$ cat src/rtl/hdlc_tx_pkg.sv
package hdlc_tx_pkg;
  typedef enum logic [1:0] {
    M_FLAG  = 2'd0,
    M_BODY  = 2'd1,
    M_FCS   = 2'd2,
    M_ABORT = 2'd3
  } tx_mode_e;

  localparam logic [7:0]  FLAG_OCTET = 8'h7E;
  localparam logic [15:0] POLY16     = 16'h1021;
  localparam logic [31:0] POLY32     = 32'h04C1_1DB7;
  localparam int          ABORT_LEN  = 8;
  localparam int          STUFF_RUN  = 5;
endpackage

$ cat src/rtl/hdlc_fcs_gen.sv
module hdlc_fcs_gen
  import hdlc_tx_pkg::*;
(
  input  logic clk,
  input  logic rst,
  input  logic init,
  input  logic upd,
  input  logic shift,
  input  logic din,
  input  logic wide,
  output logic fcs_bit
);
  logic [31:0] crc;
  logic        top;
  logic        fb;
  logic [31:0] poly;

  always_comb begin
    top     = wide ? crc[31] : crc[15];
    fb      = top ^ din;
    poly    = wide ? POLY32 : {16'h0000, POLY16};
    fcs_bit = ~top;
  end

  always_ff @(posedge clk) begin
    if (rst || init) begin
      crc <= '1;
    end else if (upd) begin
      crc <= {crc[30:0], 1'b0} ^ (fb ? poly : 32'h0);
    end else if (shift) begin
      crc <= {crc[30:0], 1'b1};
    end
  end
endmodule

$ cat src/rtl/hdlc_gap_count.sv
module hdlc_gap_count #(
  parameter int GAP_W   = 6,
  parameter int GAP_MAX = 62
) (
  input  logic             clk,
  input  logic             rst,
  input  logic             inc,
  input  logic             clr,
  input  logic [GAP_W-1:0] gap,
  output logic             met,
  output logic [GAP_W-1:0] cnt,
  output logic [GAP_W-1:0] eff
);
  localparam logic [GAP_W-1:0] CNT_MAX = {GAP_W{1'b1}};
  localparam logic [GAP_W-1:0] LIM     = GAP_W'(GAP_MAX);

  always_comb begin
    if (gap == '0)      eff = GAP_W'(1);
    else if (gap > LIM) eff = LIM;
    else                eff = gap;
    met = ({1'b0, cnt} + 1'b1) >= {1'b0, eff};
  end

  always_ff @(posedge clk) begin
    if (rst || clr)                cnt <= '0;
    else if (inc && cnt != CNT_MAX) cnt <= cnt + 1'b1;
  end
endmodule

$ cat src/rtl/hdlc_tx_framer.sv
module hdlc_tx_framer
  import hdlc_tx_pkg::*;
#(
  parameter int DATA_W  = 8,
  parameter int GAP_W   = 6,
  parameter int GAP_MAX = 62
) (
  input  logic              clk,
  input  logic              rst,
  input  logic              bit_en,
  input  logic              in_valid,
  input  logic [DATA_W-1:0] in_data,
  input  logic              in_last,
  output logic              in_ready,
  input  logic [GAP_W-1:0]  cfg_gap,
  input  logic              cfg_crc32,
  output logic              tx_bit,
  output logic              tx_vld
);
  localparam int SH_W   = (DATA_W > 8) ? DATA_W : 8;
  localparam int LEFT_W = 6;

  tx_mode_e          mode;
  logic [SH_W-1:0]   sh;
  logic [LEFT_W-1:0] left;
  logic [2:0]        ones;
  logic              crc32_q;
  logic              last_q;

  logic stuff, cur_bit, out_bit, unit_end;
  logic flag_done, start, byte_end, take_next, fcs_end, abort_end;
  logic gap_met, fcs_bit, in_frame;
  logic [GAP_W-1:0] flag_cnt, eff_gap;

  always_comb begin
    in_frame  = (mode == M_BODY) || (mode == M_FCS);
    stuff     = (mode != M_ABORT) && (ones == 3'(STUFF_RUN));
    case (mode)
      M_FCS:   cur_bit = fcs_bit;
      M_ABORT: cur_bit = 1'b1;
      default: cur_bit = sh[0];
    endcase
    out_bit   = stuff ? 1'b0 : cur_bit;
    unit_end  = bit_en && !stuff && (left == LEFT_W'(1));
    flag_done = unit_end && (mode == M_FLAG);
    start     = flag_done && gap_met && in_valid;
    byte_end  = unit_end && (mode == M_BODY);
    take_next = byte_end && !last_q && in_valid;
    fcs_end   = unit_end && (mode == M_FCS);
    abort_end = unit_end && (mode == M_ABORT);
    in_ready  = start || take_next;
  end

  hdlc_fcs_gen u_fcs (
    .clk     (clk),
    .rst     (rst),
    .init    (start),
    .upd     (bit_en && !stuff && (mode == M_BODY)),
    .shift   (bit_en && !stuff && (mode == M_FCS)),
    .din     (cur_bit),
    .wide    (crc32_q),
    .fcs_bit (fcs_bit)
  );

  hdlc_gap_count #(.GAP_W(GAP_W), .GAP_MAX(GAP_MAX)) u_gap (
    .clk (clk),
    .rst (rst),
    .inc (flag_done),
    .clr (start || fcs_end || abort_end),
    .gap (cfg_gap),
    .met (gap_met),
    .cnt (flag_cnt),
    .eff (eff_gap)
  );

  always_ff @(posedge clk) begin
    if (rst) begin
      mode    <= M_FLAG;
      sh      <= SH_W'(FLAG_OCTET);
      left    <= LEFT_W'(8);
      ones    <= '0;
      crc32_q <= 1'b0;
      last_q  <= 1'b0;
      tx_bit  <= 1'b0;
      tx_vld  <= 1'b0;
    end else begin
      tx_vld <= bit_en;
      if (bit_en) begin
        tx_bit <= out_bit;
        if (stuff || !in_frame) ones <= '0;
        else                    ones <= cur_bit ? ones + 1'b1 : 3'd0;
      end
      if (unit_end) begin
        case (mode)
          M_FLAG: begin
            if (start) begin
              mode    <= M_BODY;
              sh      <= SH_W'(in_data);
              left    <= LEFT_W'(DATA_W);
              last_q  <= in_last;
              crc32_q <= cfg_crc32;
            end else begin
              sh   <= SH_W'(FLAG_OCTET);
              left <= LEFT_W'(8);
            end
          end
          M_BODY: begin
            if (last_q) begin
              mode <= M_FCS;
              left <= crc32_q ? LEFT_W'(32) : LEFT_W'(16);
            end else if (in_valid) begin
              sh     <= SH_W'(in_data);
              left   <= LEFT_W'(DATA_W);
              last_q <= in_last;
            end else begin
              mode <= M_ABORT;
              left <= LEFT_W'(ABORT_LEN);
            end
          end
          default: begin
            mode <= M_FLAG;
            sh   <= SH_W'(FLAG_OCTET);
            left <= LEFT_W'(8);
          end
        endcase
      end else if (bit_en && !stuff) begin
        sh   <= sh >> 1;
        left <= left - 1'b1;
      end
    end
  end

  // Line-side observers for the properties below
  logic [3:0] out_run;
  logic [5:0] fcs_bits;
  always_ff @(posedge clk) begin
    if (rst) begin
      out_run  <= '0;
      fcs_bits <= '0;
    end else begin
      if (bit_en) out_run <= out_bit ? ((out_run == 4'hF) ? out_run : out_run + 1'b1) : 4'd0;
      if (mode == M_BODY) fcs_bits <= '0;
      else if (bit_en && !stuff && mode == M_FCS) fcs_bits <= fcs_bits + 1'b1;
    end
  end

  assert_vld_follows_en_R10: assert property (@(posedge clk) disable iff (rst)
    bit_en |=> tx_vld);
  assert_vld_quiet_R10: assert property (@(posedge clk) disable iff (rst)
    !bit_en |=> !tx_vld);
  assert_body_run_R3: assert property (@(posedge clk) disable iff (rst)
    (mode == M_BODY || mode == M_FCS) |-> out_run <= 4'd5);
  assert_abort_len_R9: assert property (@(posedge clk) disable iff (rst)
    (mode == M_FLAG && $past(mode) == M_ABORT) |-> out_run >= 4'd8);
  assert_fcs_len_R5: assert property (@(posedge clk) disable iff (rst)
    (mode == M_FLAG && $past(mode) == M_FCS) |-> fcs_bits == (crc32_q ? 6'd32 : 6'd16));
  assert_gap_R7: assert property (@(posedge clk) disable iff (rst)
    (mode == M_BODY && $past(mode) == M_FLAG) |->
      ({1'b0, $past(flag_cnt)} + 1'b1) >= {1'b0, $past(eff_gap)});
endmodule

$ cat config.mk
export PLATFORM = sky130hd
export DESIGN_NAME = hdlc_tx_framer
export DESIGN_NICKNAME = d
export VERILOG_FILES = /design/src/rtl/hdlc_tx_pkg.sv /design/src/rtl/hdlc_fcs_gen.sv /design/src/rtl/hdlc_gap_count.sv /design/src/rtl/hdlc_tx_framer.sv
export SDC_FILE = /design/constraint.sdc
export NUM_CORES = 1
export LEC_CHECK = 0
export CORE_UTILIZATION = 36
export DETAILED_ROUTE_END_ITERATION = 7
export DONT_BUFFER_PORTS = 1
export GPL_TIMING_DRIVEN = 0
export PLACE_DENSITY = 0.49
export RECOVER_POWER = 50
export SLEW_MARGIN = 15
export SYNTH_ARGS = -nofsm -noshare
export SYNTH_HDL_FRONTEND = slang
export SYNTH_HIERARCHICAL = 1
export SYNTH_SLANG_ARGS = --single-unit
$ cat constraint.sdc
create_clock -name clk -period 3 [get_ports clk]
set_clock_uncertainty 0.05 [all_clocks]
set_input_delay 0.3 -clock clk [delete_from_list [all_inputs] [get_ports clk]]
set_output_delay 0.3 -clock clk [all_outputs]
set_load 0.005 [all_outputs]
* After elaboration in Yosys (flattened, before gate mapping) *
Index checks and enable logic that the tools add are counted.

word-level totals
  logic and storage cells = 93
  register bits = 61
  bits of input ports = 20
  output and inout port bits = 3

operators by class
  magnitude comparators = 2
  reductions and logical operators = 33
  add/sub/neg operators = 4
  mux-type cells = 30
  equality and inequality tests = 11
  bitwise operators = 3

operator list
  kind                                                 count
  2-to-1 mux 32 bit                                    3
  2-to-1 mux 6 bit                                     7
  2-to-1 mux 8 bit                                     5
  XOR 32 bit                                           1
  2-to-1 mux 27 bit                                    1
  case mux 8 bit (2 select lines)                      1
  logical AND 1 bit                                    14
  AND reduction 3 bit                                  4
  != test 3 bit, second input constant                 3
  adder 6 x 1 -> 7 bit, second input constant          1
  >= comparator 7 x 6 -> 1 bit                         1
  logical OR 1 bit                                     7
  adder 6 x 1 -> 6 bit, second input constant          1
  equality test 6 x 1 -> 1 bit, second input constant  1
  > comparator 6 bit, second input constant            1
  logical NOT 6 bit                                    1
  2-to-1 mux 2 bit                                     3
  2-to-1 mux 3 bit                                     2
  != test 6 bit, second input constant                 1
  nonzero test 2 bit                                   3
  subtractor 6 x 1 -> 6 bit, second input constant     1
  2-to-1 mux 1 bit                                     5
  equality test 2 bit, second input constant           2
  != test 2 bit, second input constant                 2
  other kinds (9)                                      12

* Logic depth before layout (Yosys ltp) *
  depth after elaboration = 11
  depth in mapped cells = 15
  depth with buffers taken out = 14

* Modules after synthesis *
The synthesis kept the hierarchy.

modules (own cells, without submodules)
  module          sequential area each (µm²)  area an instance (µm²)  instances  cells an instance
  hdlc_tx_framer  460.4                       1,310.0                 1          160
  hdlc_fcs_gen    640.6                       1,303.8                 1          150
  hdlc_gap_count  120.1                       561.8                   1          67

* Worst setup path after synthesis *
Ideal clock, no wire load.

  path kind = reg-to-reg
  start point = register u_gap.cnt[0]
  end point = register u_fcs.crc[24]
  required time = 2.825 ns
  buffers on the path = 2
  stages on the path, launching flop included = 15
  path slack = 0.016 ns
  arrival = 2.809 ns
  setup time = 0.125 ns
  clock period less this slack = 2.984 ns
  path through = dfxtp_1 ha_1 and2_1 nand2_1 xnor2_1 ha_1 a21o_1 a221oi_1 o21ai_1 nand3_1 nor2_1 nor2_1 clkbuf_1 buf_2 nand3_1

between the ends
  word-level cells in the longest chain between the ends = 5

RTL lines
  what                             RTL line              RTL
  start, declared                  hdlc_gap_count.sv:11  output logic [GAP_W-1:0] cnt,
  start signal, assigned           hdlc_gap_count.sv:26  else if (inc && cnt != CNT_MAX) cnt <= cnt + 1'b1;
  adder 6 x 1 -> 7 bit             hdlc_gap_count.sv:21  met = ({1'b0, cnt} + 1'b1) >= {1'b0, eff};
  >= comparator 7 x 6 -> 1 bit     hdlc_gap_count.sv:21
  net gap_met                      hdlc_tx_framer.sv:32  logic gap_met, fcs_bit, in_frame;
  logical AND 1 bit (2 in series)  hdlc_tx_framer.sv:46  start = flag_done && gap_met && in_valid;
  net start                        hdlc_tx_framer.sv:31  logic flag_done, start, byte_end, take_next, fcs_end, abort_end;
  logical OR 1 bit                 hdlc_fcs_gen.sv:26    if (rst || init) begin
  end signal, assigned             hdlc_fcs_gen.sv:29    crc <= {crc[30:0], 1'b0} ^ (fb ? poly : 32'h0);
  end signal, assigned             hdlc_fcs_gen.sv:31    crc <= {crc[30:0], 1'b1};
  end, declared                    hdlc_fcs_gen.sv:13    logic [31:0] crc;

The timed path passes the listed nets, and every way through them passes these cells.
A chain may end at the register's enable or synchronous reset.

* Worst setup path in the final report *
  start point = register u_gap.cnt[0]
  end point = register u_fcs.crc[2]

The elaborated chain is that of the path after synthesis.

==> flow_summary.yaml <==
die:
  die_x_um: 95.6
  fp.dieH_um: 95.6
  placeableCoreArea_um2: 8340
  design.portCount: 23
  design.die.area_um2: 9150
  starting_density: 0.378
  fp-row-count: 33
global_routing:
  gr-usage-all-layers: 0.161
  grt_first_pass_wirelength_mm: 11.2
  vias_in_the_first_global_route: 2329
  gr_ovfl_total: 0
  maximum_number_of_pins_on_one_net_before_global_route_repair: 13
  antenna_found_initial: 0
routing:
  met2_wirelength_mm: 2.96
  drc: 0
  detail_route.wl_per_cell_um: 13.4
  avgViaCountPerCell: 5.09
  vias: 2533
  route.met3.wl_um: 119
  drt-pass1-iter-count: 4
  drt.antenna.violating_nets: 0
  drtIter0Drc: 117
  maxUsedRoutingLayer: "met4"
  route.final.wire_length_mm: 6.66
  m1WireLength_mm: 3.49
clocking:
  cts-root-to-sink-buffers: 2
  ctsHtreeMaxLevel: 3
  tritoncts_num_sinks: 61
  numCtsBuffers: 9
  clk_root_buffer_cell: "clkbuf_8"
  clk_pin_slew_worst_paths_ns: 0.07
  tritoncts: "yes"
  insertion_delay_ns: 0.34
timing:
  finalSetupViolCount: 0
  slew_headroom: 0.682
  finalMaxSlewViolations: 0
  worst_slack_ns: 0.178
  whs_ns: 0.0440
  min_period_ns: 2.82
  final_min_period_over_clock_period: 0.941
  hold_viol: 0
  fmaxAchievable_mhz: 354
  tightest_slew_ns: 0.463
layout:
  antenna_cells: 0
  area_growth_pct: 14.4
  layout-drive-gt1-share: 0.160
  finalNetCount: 423
  final.fill_count: 861
placed_design:
  io_buffers: 0
  finalWeightedCongestion: 0.788
  dp_worst_setup_slack_ns: -0.691
  place_hpwl_mm: 4.76
power:
  vdd_drop_max_v: 0.000259
  power.leakage_nw: 1.47
  power.density_nw_per_um2: 490
worst_setup_path:
  worst-path-max-fanout: 6
  timing.critical_path.required_ns: 3.18
  crit_arrival_ns: 3.01
  critical_path_class: "reg2reg"
  critPathLaunchType: "flop"
  crit_path_end_kind: "flop"
  reg2reg_slack_ns: 0.18
logic_synthesis:
  postSynthCellCount: 372
  synth.cell_area_um2: 3160
  synth_area_per_cell_um2: 8.49
  synthesized_net_count: 407
  synth_warn: 6
status:
  status: "finished clean"
run:
  cap_violations: 0
worst_hold_path:
  worstHoldPathType: "in2reg"
-- state kept, by name (all words and copies together), names as in the netlist --
name,flops
u_fcs/crc,32
sh,8
left,6
u_gap/cnt,6
ones,3
mode,2
crc32_q,1
last_q,1
tx_bit,1
tx_vld,1
-- cell type report --
class	count	area [µm²]	area share
buffer	18	130	0.0360
clock buffer	9	124	0.0343
timing repair buffer	6	45.0	0.0125
tap	105	131	0.0364
sequential	61	1230	0.340
multi-input combinational	269	1770	0.490
clock inverter	7	98.8	0.0274
inverter	23	86.3	0.0239
-- placed cells by master, fill, tap and decap left out, types with 4 or more instances in the layout --
cell type  instances
nand2b_1           4
buf_2              7
and3_1             4
nand3_1           24
dfxtp_1           59
o21ai_0            6
a31oi_1            9
nand2_1           58
o221ai_1           7
ha_1              14
a21oi_1           16
clkbuf_1           5
mux2i_1            5
inv_1             23
nor2_1            27
clkbuf_8           9
xnor2_1           17
a21oi_2            9
nor2b_1            4
xor2_1             4
-- worst paths after layout --
| check | start | end | depth (start not counted) |
|---|---|---|---|
| worst max register to register | u_gap/cnt[0] | u_fcs/crc[2] | 13 |
| worst min register to register | u_fcs/crc[14] | u_fcs/crc[15] | 2 |
| worst max-delay path | u_gap/cnt[0] | u_fcs/crc[2] | 13 |
| worst min-delay path | in_valid | last_q | 2 |
-- power breakdown --
part	internal [W]	switching, W
Clock	0.000471	0.000349
Sequential	0.000824	0.0000157
Combinational	0.0000474	0.0000630
Total	0.00134	0.000428
-- per-layer routing --
| metal | vias up | track usage |
|---|---|---|
| met5 | - | 0 |
| met4 | 0 | 0.0634 |
| met3 | 9 | 0.0407 |
| met2 | 14 | 0.243 |
| met1 | 1171 | 0.219 |
| li1 | 1339 | - |
-- worst max-delay path, cell delays in order, from the launching register on --
cell and delay, ns:
dfxtp_4 0.39, ha_4 0.17, and2_4 0.17, nand2_1 0.07, xnor2_1 0.13, ha_1 0.30
a21o_1 0.17, a221oi_2 0.28, o21ai_2 0.13, nand3_2 0.15, nor2_1 0.09, nor3_2 0.28
buf_2 0.26, a21oi_2 0.06
-- through the flow --
step / cells / power [W] / setup TNS (ns) / utilization / cell area (µm²)
6_report: 498 / 0.00177 / 0 / 0.433 / 3610
5_1_grt: 498 / 0.00185 / -0.0351 / 0.433 / 3610
4_1_cts: 495 / 0.00179 / 0 / 0.427 / 3560
2_1_floorplan: 372 / 0.000938 / 0 / - / 3160
3_3_place_gp: 477 / 0.000962 / -15.00 / 0.394 / 3290
3_5_place_dp: 477 / 0.000962 / -15.95 / 0.394 / 3290
-- timing repair --
| action | in CTS | in global routing |
|---|---|---|
| buffers inserted | 1 | 3 |
| hold buffers | 1 | 0 |
| gates cloned | 0 | 1 |
| endpoints found under the hold margin | 3 | 0 |
| pin swaps | 1 | 2 |
| endpoints found under the setup margin | 42 | 33 |
| resized for setup | 13 | 14 |
(Power assumes the default switching activity.)
